### config.mk
export PLATFORM = sky130hd
export DESIGN_NAME = txfe_front_sel
export DESIGN_NICKNAME = d
export VERILOG_FILES = /design/src/rtl/txfe_pkg.sv /design/src/rtl/txfe_parity.sv /design/src/rtl/txfe_pick.sv /design/src/rtl/txfe_front_sel.sv
export SDC_FILE = /design/constraint.sdc
export NUM_CORES = 1
export LEC_CHECK = 0
export BUFFER_PORTS_ARGS = -buffer_cell sky130_fd_sc_hd__buf_4
export CORE_UTILIZATION = 45
export CTS_CLUSTER_SIZE = 10
export DETAILED_ROUTE_END_ITERATION = 8
export GPL_TIMING_DRIVEN = 1
export PLACE_DENSITY = 0.79
export SLEW_MARGIN = 10
export SYNTH_ARGS = -nofsm -noshare
export SYNTH_HDL_FRONTEND = slang
export SYNTH_SLANG_ARGS = --single-unit
### constraint.sdc
create_clock -name clk -period 2.6 [get_ports clk]
set_input_delay 0.39 -clock clk [delete_from_list [all_inputs] [get_ports clk]]
set_output_delay 0.39 -clock clk [all_outputs]
set_load 0.005 [all_outputs]
### src/rtl/txfe_pkg.sv
`timescale 1ns/1ps
package txfe_pkg;
    localparam int DATA_W = 8;
    localparam int RAW_W  = DATA_W + 2;
    localparam int GRP_W  = DATA_W + 2;   // viol_req + data + kd_sel

    typedef enum logic [1:0] {
        PICK_FILL = 2'd0,
        PICK_PERR = 2'd1,
        PICK_VIOL = 2'd2,
        PICK_CHAR = 2'd3
    } pick_e;

    typedef struct packed {
        logic [DATA_W-1:0] bval;
        logic              k;
        logic              viol;
        logic [RAW_W-1:0]  raw;
        logic              raw_mode;
        logic              perr;
    } out_s;
endpackage

### src/rtl/txfe_parity.sv
`timescale 1ns/1ps
module txfe_parity #(
    parameter int W = 10
) (
    input  logic [W-1:0] grp,
    input  logic         par_bit,
    input  logic         chk_en,
    output logic         bad
);
    logic ones_odd;

    always_comb begin
        ones_odd = (^grp) ^ par_bit;
        bad      = chk_en & ~ones_odd;
    end
endmodule

### src/rtl/txfe_pick.sv
`timescale 1ns/1ps
module txfe_pick
    import txfe_pkg::*;
(
    input  logic  idle,
    input  logic  raw_path,
    input  logic  perr,
    input  logic  viol_req,
    output pick_e pick
);
    always_comb begin
        if (idle) begin
            pick = PICK_FILL;
        end else if (raw_path) begin
            pick = PICK_CHAR;
        end else if (perr) begin
            pick = PICK_PERR;
        end else if (viol_req) begin
            pick = PICK_VIOL;
        end else begin
            pick = PICK_CHAR;
        end
    end
endmodule

### src/rtl/txfe_front_sel.sv
`timescale 1ns/1ps
module txfe_front_sel
    import txfe_pkg::*;
#(
    parameter logic [DATA_W-1:0] FILL_BYTE = 8'hBC,
    parameter logic [DATA_W-1:0] VIOL_BYTE = 8'h00,
    parameter logic [RAW_W-1:0]  FILL_RAW  = 10'b0011111010
) (
    input  logic              clk,
    input  logic              rst,
    input  logic              tx_en_n,
    input  logic              bypass,
    input  logic [RAW_W-1:0]  host_word,
    input  logic              viol_req,
    input  logic              kd_sel,
    input  logic              par_en,
    input  logic              par_in,
    output logic [DATA_W-1:0] enc_byte,
    output logic              enc_k,
    output logic              enc_viol,
    output logic [RAW_W-1:0]  raw_word,
    output logic              raw_mode,
    output logic              par_err
);
    localparam out_s RESET_OUT = '{
        bval: FILL_BYTE, k: 1'b1, viol: 1'b0,
        raw: '0, raw_mode: 1'b0, perr: 1'b0
    };

    logic [GRP_W-1:0] par_grp;
    logic             perr_raw;
    pick_e            pick;
    out_s             out_d, out_q;

    assign par_grp = {viol_req, host_word[DATA_W-1:0], kd_sel};

    txfe_parity #(.W(GRP_W)) u_par (
        .grp     (par_grp),
        .par_bit (par_in),
        .chk_en  (par_en & ~bypass),
        .bad     (perr_raw)
    );

    txfe_pick u_pick (
        .idle     (tx_en_n),
        .raw_path (bypass),
        .perr     (perr_raw),
        .viol_req (viol_req),
        .pick     (pick)
    );

    always_comb begin
        out_d = '0;
        unique case (pick)
            PICK_FILL: begin
                if (bypass) begin
                    out_d.raw      = FILL_RAW;
                    out_d.raw_mode = 1'b1;
                end else begin
                    out_d.bval = FILL_BYTE;
                    out_d.k    = 1'b1;
                end
            end
            PICK_PERR: begin
                out_d.bval = VIOL_BYTE;
                out_d.viol = 1'b1;
                out_d.perr = 1'b1;
            end
            PICK_VIOL: begin
                out_d.bval = VIOL_BYTE;
                out_d.viol = 1'b1;
            end
            default: begin
                if (bypass) begin
                    out_d.raw      = host_word;
                    out_d.raw_mode = 1'b1;
                end else begin
                    out_d.bval = host_word[DATA_W-1:0];
                    out_d.k    = kd_sel;
                end
            end
        endcase
    end

    always_ff @(posedge clk) begin
        if (rst) begin
            out_q <= RESET_OUT;
        end else begin
            out_q <= out_d;
        end
    end

    assign enc_byte = out_q.bval;
    assign enc_k    = out_q.k;
    assign enc_viol = out_q.viol;
    assign raw_word = out_q.raw;
    assign raw_mode = out_q.raw_mode;
    assign par_err  = out_q.perr;
endmodule

# Yosys cells after proc, flatten, opt, wreduce, memory -nomap -nowiden
# Cells that the tools add are included.
# word_totals
reg_bits	22
inputBits	18
output_inout_bits	22
wordCells	29
# classes
n_eq_ne	2
muxes	13
n_bitwise	5
n_reduce_logical	3
# ops
cell	count
$mux W9	3
$pmux W11 S2	1
$pmux W8 S2	1
$mux W11	1
$reduce_xor A10 Y1	1
$mux W2	3
$mux W1	3
$and A1 B1 Y1	2
$eq A2 B1 Y1 const B	1
$eq A2 B2 Y1 const B	1
$logic_not A2 Y1	1
$not A1 Y1	2
$pmux W1 S2	1
$reduce_or A2 Y1	1
$xor A1 B1 Y1	1

# Longest topological paths before layout
# depth
word_depth	10
depth_mapped	9
depth_no_buf	8

# Modules after synthesis
# From an unflattened synthesis, not the netlist that was laid out.
# unflattened
hier_cells	83
hier_area_um2	942.2
# by_module_without_submodules
mod	n_inst	cells_per_inst	area_each_um2
txfe_front_sel	1	69	818.3
txfe_parity	1	10	106.4
txfe_pick	1	4	17.5

# Worst setup path after synthesis
# No wires, ideal clock.
# synth_timing
path_kind	input-to-reg
startpoint	input host_word[6]
endpoint	register out_q (netlist bit enc_byte[0])
setup_ns	0.115
t_arrival_ns	2.238
path_slack_ns	0.247
path_stages	8
path_cell_list	xnor3_1 -> xnor3_1 -> and4b_1 -> or3_1 -> ha_1 -> clkbuf_1 -> nor3b_1 -> and2_1
# synth_between
elab_chain_cells	10
elab_cells_between_ends	12
# synth_rtl
element	line_no	text
from (decl)	txfe_front_sel.sv:13	input logic [RAW_W-1:0] host_word,
$reduce_xor A10 Y1 *	txfe_parity.sv:13	ones_odd = (^grp) ^ par_bit;
$xor A1 B1 Y1 *	txfe_parity.sv:13	
$not A1 Y1 *	txfe_parity.sv:14	bad = chk_en & ~ones_odd;
$and A1 B1 Y1 *	txfe_parity.sv:14	
$mux W2 *	txfe_pick.sv:16	end else if (perr) begin
$mux W2 *	txfe_pick.sv:14	end else if (raw_path) begin
$mux W2 *	txfe_pick.sv:12	if (idle) begin
$eq A2 B2 Y1 / $eq A2 B1 Y1 (equally long branches)	txfe_front_sel.sv:54	unique case (pick)
$reduce_or A2 Y1 (no line)	--	
$pmux W8 S2 *	txfe_front_sel.sv:54	
to (signal assigned)	txfe_front_sel.sv:89	out_q <= out_d;
to (decl)	txfe_front_sel.sv:33	out_s out_d, out_q;
# Every way passes the cells marked *; elsewhere a longest branch is shown, timed or not.
# A chain may end at the register's enable or synchronous reset.

# Final worst setup path
# layout_timing
startpoint	input host_word[6]
endpoint	register out_q (netlist bit enc_byte[3])
# Same word-level chain as after synthesis.

==> metrics <==
Yosys warning total 0; Final TNS setup 0 ns; Design Area, Final about 0.0013 sq mm; minimum clock period 2.23 ns; initial antenna violation count 0; Hold Path Depth 2; CP endpoint kind flop; CP Cell Sequence buf_4 -> xnor3_1 -> xnor3_1 -> and4b_1 -> or3_1 -> ha_1 -> nor2b_1 -> buf_4 -> a21oi_1 -> o21bai_1; share of post-route cells with drive strength above 1 0.378; dpl hpwl ~1400 um; DRT iter0 DRCs 12; Chip Width about 46 um; Post-synth EDFFs 0; Critical Path AT ~2.5 ns; syn nets about 100; PortBufs 39; min-delay worst type input port to flop; Die Height between 40 and 50 um; TritonRoute pass-1 iters 4; Area contributors post-synth dfxtp_1, xnor3_1, xnor2_1, a21oi_1, o21bai_1; post_cts resized 0; pwr dens slightly below 600 mW/mm^2; period utilization 0.858; CTS tree built; most numerous cell in the Yosys netlist dfxtp_1; crit path launch type input port; initial core utilization 0.497; relative slew slack 0.725; Die Area between 0.002 and 0.0025 sq mm; post-synth top area cell dfxtp_1; number of global-route vias before repair 603; Critical Path Fanout Max 5; Critical Path Max Stage Delay roughly 0.38 ns; status complete, no violations; Clock Sinks 22; CP required roughly 2.8 ns; clock tree buffer depth 2; Worst-path clk slew 0.11 ns; Post-CTS Setup Repair Bufs 0; Inserted Clock Buffers 3; final-report max-slew violation count 0; Tot GR Track Use 0.178; first-pass GRT wire length 2670 um; total core area ~0.0018 sq mm; area share of the largest cell type after synthesis 0.497; Async SR Flop Fraction 0; vias per cell roughly 4.7; Final Total Pwr ~0.00073 W; # IOs 40; VDD IR-drop max between 300 and 400 uV; Post-synth top cells dfxtp_1, a21oi_1, nor2_1; synthesized area between 800 and 900 sq um; CTS H-tree depth 1; via count 720; gr ovfl total 0; post-synthesis sequential area ratio 0.497; CTS root buf clkbuf_4; cell count after synthesis between 80 and 90; largest net degree at the start of global routing 13; pin slew with the least headroom to its limit between 0.4 and 0.5 ns; DP Area between 0.001 and 0.0015 sq mm; critical path class input port to flop; Final Net Count around 150; antenna cell count 0; #FFs+latches synth 22; leakage 0.615 nW; Fmax achieved around 450 MHz; post-route ant nets 0; gpl congestion roughly 0.8; post-DR wirelength/cell about 12 um; CP max-delay cell or3_1; max_cap viols 0; setup violators final 0; Placement Rows 15; area grow syn2layout 42.4%; Top FF cell, synth dfxtp_1; unrepaired setup endpoints after global routing no; Mean Syn Cell Area around 11 sq um; final hold viol count 0; DRC 0; Synth cell types 19; hold-fix buffers at CTS 0; Total Wirelength 1820 um
==> critical path: cells and delay by family <==
kind / cells / cell delay [ns]
AOI/OAI and AO/OA: 2 / 0.18
buffers and inverters: 2 / 0.30
xor gates and xnor gates: 2 / 0.59
adders and majority gates: 1 / 0.25
and+or+nand+nor: 3 / 0.77
==> logic make-up (layout without fill, tap and decap cells) <==
logic type	count (synthesis)	in the layout	share of synthesized area
and+or+nand+nor	25	25	0.162
DFF	22	22	0.497
AOI/OAI and AO/OA	17	17	0.116
xor gates and xnor gates	13	13	0.175
buffers and inverters	5	48	0.0212
adders and majority gates	2	2	0.0282
==> routing by layer <==
layer	vias up	part of all wire	track usage	routed length [um]
met3	0	0.064	0.0275	116
met1	333	0.43	0.235	787
met2	22	0.50	0.289	912
met4	0	0	0.0706	0
met5	-	0	0	0
li1	365	-	-	-
==> cell type report <==
type / count / area (sq um)
multi-input combinational: 57 / 427
sequential: 22 / 440
tap: 25 / 31.3
timing repair buffer: 43 / 323
fill: 152 / 522
inverter: 1 / 3.75
clock buffer: 4 / 36.3
==> worst paths after layout <==
kind,startpoint,endpoint,slack [ns]
max,host_word[6],enc_byte[3]$_SDFF_PP1_,0.37
min,host_word[8],raw_word[8]$_SDFF_PP0_,0.28
==> layout by cell type, fill, tap and decap left out, drive strengths merged <==
cell,instances
buf,43
dfxtp,22
a21oi,10
nor2,9
and2,7
xnor2,6
o21bai,6
xor2,4
clkbuf,4
nor2b,3
xnor3,3
nor3b,2
ha,2
a21o,1
inv,1
and4b,1
nor4b,1
or3,1
nand2b,1
==> flip-flops by register name, summed over array words and instances (netlist names) <==
signal    flops
raw_word     10
enc_k         1
par_err       1
raw_mode      1
enc_byte      8
enc_viol      1
==> stage by stage <==
stage	util	setup WS, ns	hold WS [ns]	instances
3_3_place_gp	0.687	0.110	0.592	148
6_report	0.707	0.370	0.284	152
2_1_floorplan	-	0.247	0.506	84
3_5_place_dp	0.687	0.0608	0.594	148
5_1_grt	0.707	0.247	0.261	152
4_1_cts	0.707	0.385	0.275	152
==> power by group <==
group	total, W	leakage, nW	internal, W	switching [W]
registers	0.000364	0.181	0.000358	0.00000543
clock network	0.000180	0.0210	0.0000853	0.0000949
logic	0.000185	0.413	0.000109	0.0000762
total	0.000729	0.615	0.000552	0.000177
Note: power is estimated with default switching activity, not from simulation.
